`src/rtl/hwl_pkg.sv`:
```
package hwl_pkg;

    // Kind of address decision taken in one cycle
    typedef enum logic [2:0] {
        STEP_SEQ   = 3'd0,
        STEP_START = 3'd1,
        STEP_SKIP  = 3'd2,
        STEP_WRAP  = 3'd3,
        STEP_EXIT  = 3'd4
    } step_e;

endpackage

```
`src/rtl/hwl_count_sel.sv`:
```
module hwl_count_sel #(
    parameter int IMM_W = 8,
    parameter int REG_W = 16,
    parameter int CNT_W = 16
) (
    input  logic             imm_sel_i,
    input  logic [IMM_W-1:0] imm_i,
    input  logic [REG_W-1:0] reg_cnt_i,
    output logic [CNT_W-1:0] cnt_o,
    output logic             zero_o
);
    logic [CNT_W-1:0] imm_cnt;
    logic [CNT_W-1:0] reg_cnt;

    // immediate form is biased by one so that it never yields zero
    assign imm_cnt = CNT_W'(imm_i) + CNT_W'(1);
    assign reg_cnt = CNT_W'(reg_cnt_i);
    assign cnt_o   = imm_sel_i ? imm_cnt : reg_cnt;
    assign zero_o  = (cnt_o == '0);

    always_comb begin
        if (imm_sel_i) a_r2_imm_nonzero : assert (!zero_o);
    end
endmodule

```
`src/rtl/hwl_step_decide.sv`:
```
module hwl_step_decide
    import hwl_pkg::*;
#(
    parameter int PC_W  = 16,
    parameter int CNT_W = 16
) (
    input  logic             issue_i,
    input  logic             new_zero_i,
    input  logic             active_i,
    input  logic [PC_W-1:0]  seq_pc_i,
    input  logic [PC_W-1:0]  lend_i,
    input  logic [CNT_W-1:0] cnt_i,
    output step_e            step_o
);
    logic at_end;
    logic last_pass;

    assign at_end    = active_i && (seq_pc_i == lend_i);
    assign last_pass = (cnt_i == CNT_W'(1));

    always_comb begin
        step_o = STEP_SEQ;
        if (issue_i) begin
            step_o = new_zero_i ? STEP_SKIP : STEP_START;
        end else if (at_end) begin
            step_o = last_pass ? STEP_EXIT : STEP_WRAP;
        end
    end
endmodule

```
`src/rtl/hwl_ctrl.sv`:
```
module hwl_ctrl
    import hwl_pkg::*;
#(
    parameter int PC_W  = 16,
    parameter int IMM_W = 8,
    parameter int REG_W = 16,
    parameter int OFS_W = 8
) (
    input  logic             clk,
    input  logic             rst_n,
    input  logic [PC_W-1:0]  pc_i,
    input  logic             issue_i,
    input  logic             imm_sel_i,
    input  logic [IMM_W-1:0] imm_i,
    input  logic [REG_W-1:0] reg_cnt_i,
    input  logic [OFS_W-1:0] end_ofs_i,
    output logic [PC_W-1:0]  next_pc_o,
    output logic             active_o
);
    localparam int CNT_W = (REG_W > IMM_W) ? REG_W : IMM_W + 1;

    typedef struct packed {
        logic             active;
        logic [CNT_W-1:0] cnt;
        logic [PC_W-1:0]  top;
        logic [PC_W-1:0]  lend;
    } loop_st_t;

    loop_st_t         st_q, st_d;
    logic [PC_W-1:0]  next_pc_d;
    logic [PC_W-1:0]  seq_pc;
    logic [CNT_W-1:0] new_cnt;
    logic             new_zero;
    step_e            step;

    assign seq_pc = pc_i + PC_W'(1);

    hwl_count_sel #(
        .IMM_W(IMM_W),
        .REG_W(REG_W),
        .CNT_W(CNT_W)
    ) u_count (
        .imm_sel_i (imm_sel_i),
        .imm_i     (imm_i),
        .reg_cnt_i (reg_cnt_i),
        .cnt_o     (new_cnt),
        .zero_o    (new_zero)
    );

    hwl_step_decide #(
        .PC_W (PC_W),
        .CNT_W(CNT_W)
    ) u_step (
        .issue_i    (issue_i),
        .new_zero_i (new_zero),
        .active_i   (st_q.active),
        .seq_pc_i   (seq_pc),
        .lend_i     (st_q.lend),
        .cnt_i      (st_q.cnt),
        .step_o     (step)
    );

    always_comb begin
        st_d      = st_q;
        next_pc_d = seq_pc;
        unique case (step)
            STEP_START: begin
                st_d.active = 1'b1;
                st_d.cnt    = new_cnt;
                st_d.top    = seq_pc;
                st_d.lend   = pc_i + PC_W'(end_ofs_i);
                next_pc_d   = seq_pc;
            end
            STEP_SKIP: begin
                next_pc_d = st_q.lend;
            end
            STEP_WRAP: begin
                st_d.cnt  = st_q.cnt - CNT_W'(1);
                next_pc_d = st_q.top;
            end
            STEP_EXIT: begin
                st_d.cnt    = '0;
                st_d.active = 1'b0;
                next_pc_d   = st_q.lend;
            end
            default: begin
                next_pc_d = seq_pc;
            end
        endcase
    end

    always_ff @(posedge clk or negedge rst_n) begin
        if (!rst_n) st_q <= '0;
        else        st_q <= st_d;
    end

    assign next_pc_o = next_pc_d;
    assign active_o  = st_q.active;

    // a nonzero issue arms the loop with bounds from the issuing address
    a_r4_arm : assert property (@(posedge clk) disable iff (!rst_n)
        issue_i && !new_zero |=> st_q.active && (st_q.top == $past(seq_pc)));

    // a zero count leaves the active flag and bounds untouched
    a_r3_skip_hold : assert property (@(posedge clk) disable iff (!rst_n)
        issue_i && new_zero |=> $stable(st_q.active) && $stable(st_q.lend));

    // a wrap consumes exactly one pass and stays active
    a_r5_wrap_dec : assert property (@(posedge clk) disable iff (!rst_n)
        !issue_i && st_q.active && (seq_pc == st_q.lend) && (st_q.cnt > CNT_W'(1))
        |=> st_q.active && (st_q.cnt == $past(st_q.cnt) - CNT_W'(1)));

    // the final pass clears the active flag
    a_r6_exit : assert property (@(posedge clk) disable iff (!rst_n)
        !issue_i && st_q.active && (seq_pc == st_q.lend) && (st_q.cnt == CNT_W'(1))
        |=> !st_q.active);

    // an active loop always has passes remaining
    a_r8_cnt_live : assert property (@(posedge clk) disable iff (!rst_n)
        st_q.active |-> (st_q.cnt != '0));

    // with no issue and no loop, fetch just steps forward
    a_r7_seq : assert property (@(posedge clk) disable iff (!rst_n)
        !issue_i && !st_q.active |-> (next_pc_o == seq_pc));
endmodule

```
`config.mk`:
```
export PLATFORM = sky130hd
export DESIGN_NAME = hwl_ctrl
export DESIGN_NICKNAME = d
export VERILOG_FILES = /design/src/rtl/hwl_pkg.sv /design/src/rtl/hwl_count_sel.sv /design/src/rtl/hwl_step_decide.sv /design/src/rtl/hwl_ctrl.sv
export SDC_FILE = /design/constraint.sdc
export NUM_CORES = 1
export LEC_CHECK = 0
export ABC_AREA = 1
export CAP_MARGIN = 20
export CORE_AREA = 2 2 97 99
export DETAILED_ROUTE_END_ITERATION = 16
export DIE_AREA = 0 0 99 101
export PLACE_DENSITY = 0.85
export SYNTH_ARGS = -nofsm -noshare
export SYNTH_HDL_FRONTEND = slang
export SYNTH_SLANG_ARGS = --single-unit
```
`constraint.sdc`:
```
create_clock -name clk -period 3.7 [get_ports clk]
set_clock_uncertainty 0.05 [all_clocks]
set_input_delay 1.11 -clock clk [delete_from_list [all_inputs] [get_ports clk]]
set_output_delay 1.11 -clock clk [all_outputs]
set_load 0.01 [all_outputs]
```
==> metrics.txt <==
layer with the highest usage=met2; WHS=0.473 ns; HPWL after DPL=10.8 mm; Synth Area per Inst=6.30 µm²; Worst Hold Class=reg2reg; Pwr Total=1620 µW; Reg2Reg Setup Slack=1.09 ns; final design utilization=75.0%; initial antenna violation count=0; status=complete, but fails checks; CTS HTree Levels=2; layout cells sized above 1=32.0%; fin worst setup slack=-0.710 ns; critical path buffer and inverter count=3; sequential fraction of the synthesis area=28.1%; clock slew at reported path FFs=0.11 ns; Pwr Density=240 nW/µm²; Die Width=99 µm; Fmax=0.227 GHz; commonest non-fill, non-tap cells in the layout=243 x nand2_1, 119 x buf_4, 73 x inv_1; Post-Synthesis Cells=693; first-pass GRT wire length=26.0 mm; Rows=35; largest net degree at the start of global routing=35; CTS buffer count=5; final WL=17.2 mm; CTS tree=built; drt wl/cell=17.3 µm; Root Buffer=clkbuf_8; DRC=0; Placed Cells=960; drt initial violations=584; crit path time final=4.41 ns; Bufs on Longest Clock Path=2; Final ANT Viol Nets=0; IO Count=69; VDD IR-drop max=0.193 mV; crit-path most repeated cell=nand2_1; Fin. Hold Viols=0; final cell count without fillers=996; Distinct cells, synth=34; sequence of cells on the critical path=dlygate4sd2_1, nand2_2, nor2_4, nand3_1, nand2_1, nand3b_1, nand2_1, nand2_1, nor2_4, buf_6, nand3_4, nand3_4, nand3_2, buf_6; Vias/cell=5.75; PortBufs=68; CP top delay family=simple AND/OR/NAND/NOR gates; vias in the first global route=5621; GR Overflow Total=0; largest fanout on the critical path=8; crit path DAT=3.25 ns; leakage=0.00360 µW; Post-layout nets=949; end of the critical path=next_pc_o[7]; die footprint=10000 µm²; syn nets=758; # diodes=0; clk sinks=49; gpl congestion=1.01; Syn-to-layout area delta=54.2%; max incr delay on CP=0.34 ns; CP startpoint=pc_i[12]; filler cell count=588; Via Count=5723; r2r startpoint=st_q[7]; GR Layer Usage met3=7.00%; worst-margin pin slew=0.839 ns; Synth Cell Area=4360 µm²; Required @ worst endpoint=2.54 ns; Die Ht=101 µm; M2 GR Usage=55.9%; total routing usage reported by global routing=32.2%; Worst Setup Path Type=in2out; final setup fails=16; Skew-Pair Late Insertion Delay=0.33 ns; FF-to-FF End=st_q[34]; fin crit share=119%; relative slew slack=44.1%; Crit. path cell count=14; CP endpoint kind=output port; max-cap violations=0; detailed-router iteration count before antenna repair=8; #FFs+latches synth=49; Starting Density=48.6%; Slew Limit Fails=0; cell count of the worst reg-to-reg path=12; failing checks=negative setup slack; CORE AREA=8980 µm²; Startpoint Class=input port; met1 Use GR=36.1%; RSZ-0062 raised after global routing=yes; hold buffer count at cts=0; Syn. warnings=0; most common cell after layout, fill and taps aside=nand2_1; crit path max-delay cell type=dlygate4sd2_1
synth_stat cells:
master    number  area share, %
nand2_1      279             24
inv_1         74            6.4
nand3_1       69            7.9
dfrtp_1       49             28
nor2_1        46            4.0
o21ai_0       32            3.7
nand4_1       27            3.9
xor2_1        24            4.8
ha_1          12            3.4
a21oi_1        8           0.92
buf_2          8           0.92
clkbuf_1       7           0.60
nor2_4         6            1.5
nor3_1         6           0.69
xnor2_1        6            1.2
nand2_2        5           0.72
nand3b_1       4           0.69
buf_4          3           0.52
inv_2          3           0.26
nor2_2         3           0.43
nor4_1         3           0.43
o211ai_1       3           0.52
a21boi_0       2           0.34
buf_6          2           0.52
or2_2          2           0.29
xnor3_1        2            1.0
and2_1         1           0.14
and3_1         1           0.14
fa_1           1           0.46
mux2_2         1           0.26
nand2_4        1           0.26
nand3_4        1           0.40
nor2_8         1           0.46
o21ai_1        1           0.11
flip-flops by register name (all words and copies together) (netlist names):
signal,flops
st_q,48
active_o,1
how the worst min path moves through the flow:
| stage | from | endpoint | cells past startpoint |
|---|---|---|---|
| after floorplan | st_q[20] | st_q[20] | 2 |
| after global placement | st_q[19] | st_q[19] | 2 |
| after detailed placement | st_q[21] | st_q[21] | 2 |
| after CTS | st_q[22] | st_q[22] | 2 |
| after global routing | st_q[24] | st_q[24] | 2 |
| final | st_q[21] | st_q[21] | 2 |
kinds of logic after synthesis:
kind of cell	synth area share, %
muxes	0.258
AOI/OAI and AO/OA	5.56
xor gates and xnor gates	7.05
buffers and inverters	9.18
DFF	28.1
adders and majority gates	3.90
and+or+nand+nor	45.9
repair_timing:
item,in CTS,in global routing
gates cloned,5,0
buffers inserted,14,9
pin swaps,46,32
setup endpoints to repair,29,16
gates resized for setup,219,35
stage by stage:
step / setup slack (ns) / setup TNS (ns) / area [µm²]
finish: -0.710 / -10.49 / 6730
global route: -0.781 / -11.53 / 6730
CTS: -0.478 / -7.36 / 6560
detailed placement: -1.44 / -28.53 / 6050
global placement: -1.36 / -25.38 / 6050
floorplan: -0.148 / -1.96 / 4510
worst reg2reg max path, stage by stage, from the launching register on:
cell and delay [ns]:
dfrtp_1 0.45, inv_1 0.12, xnor3_1 0.32, nand3_2 0.12, nor2_4 0.23, buf_6 0.19
nand3_4 0.22, buf_4 0.22, buf_4 0.19, nand2_4 0.10, inv_2 0.12, nand2_1 0.09
nand2_1 0.07
final cells by class:
cell class / instances / area [µm²] / share of cell area (%)
clock buffers: 6 / 72.6 / 1.08
multi-input cells: 549 / 3220 / 47.8
repair buffers: 202 / 1770 / 26.3
well taps: 111 / 139 / 2.06
inverters: 77 / 289 / 4.30
flip-flops and latches: 49 / 1230 / 18.2
clock inverters: 2 / 15.0 / 0.223
metal layers:
layer	wire (µm)	share of wire [%]	vias to the layer above
met4	1160	6.8	0
met1	6200	36	2577
met3	1680	9.8	114
met5	0	0	-
met2	8170	47	441
li1	-	-	2591
where the power goes:
group          total (µW)  internal (µW)  switching [µW]
clock network         335            134             201
registers             671            594            77.5
logic                 612            283             329
total                1620           1010             607
Power figures use the tool's default switching activity.
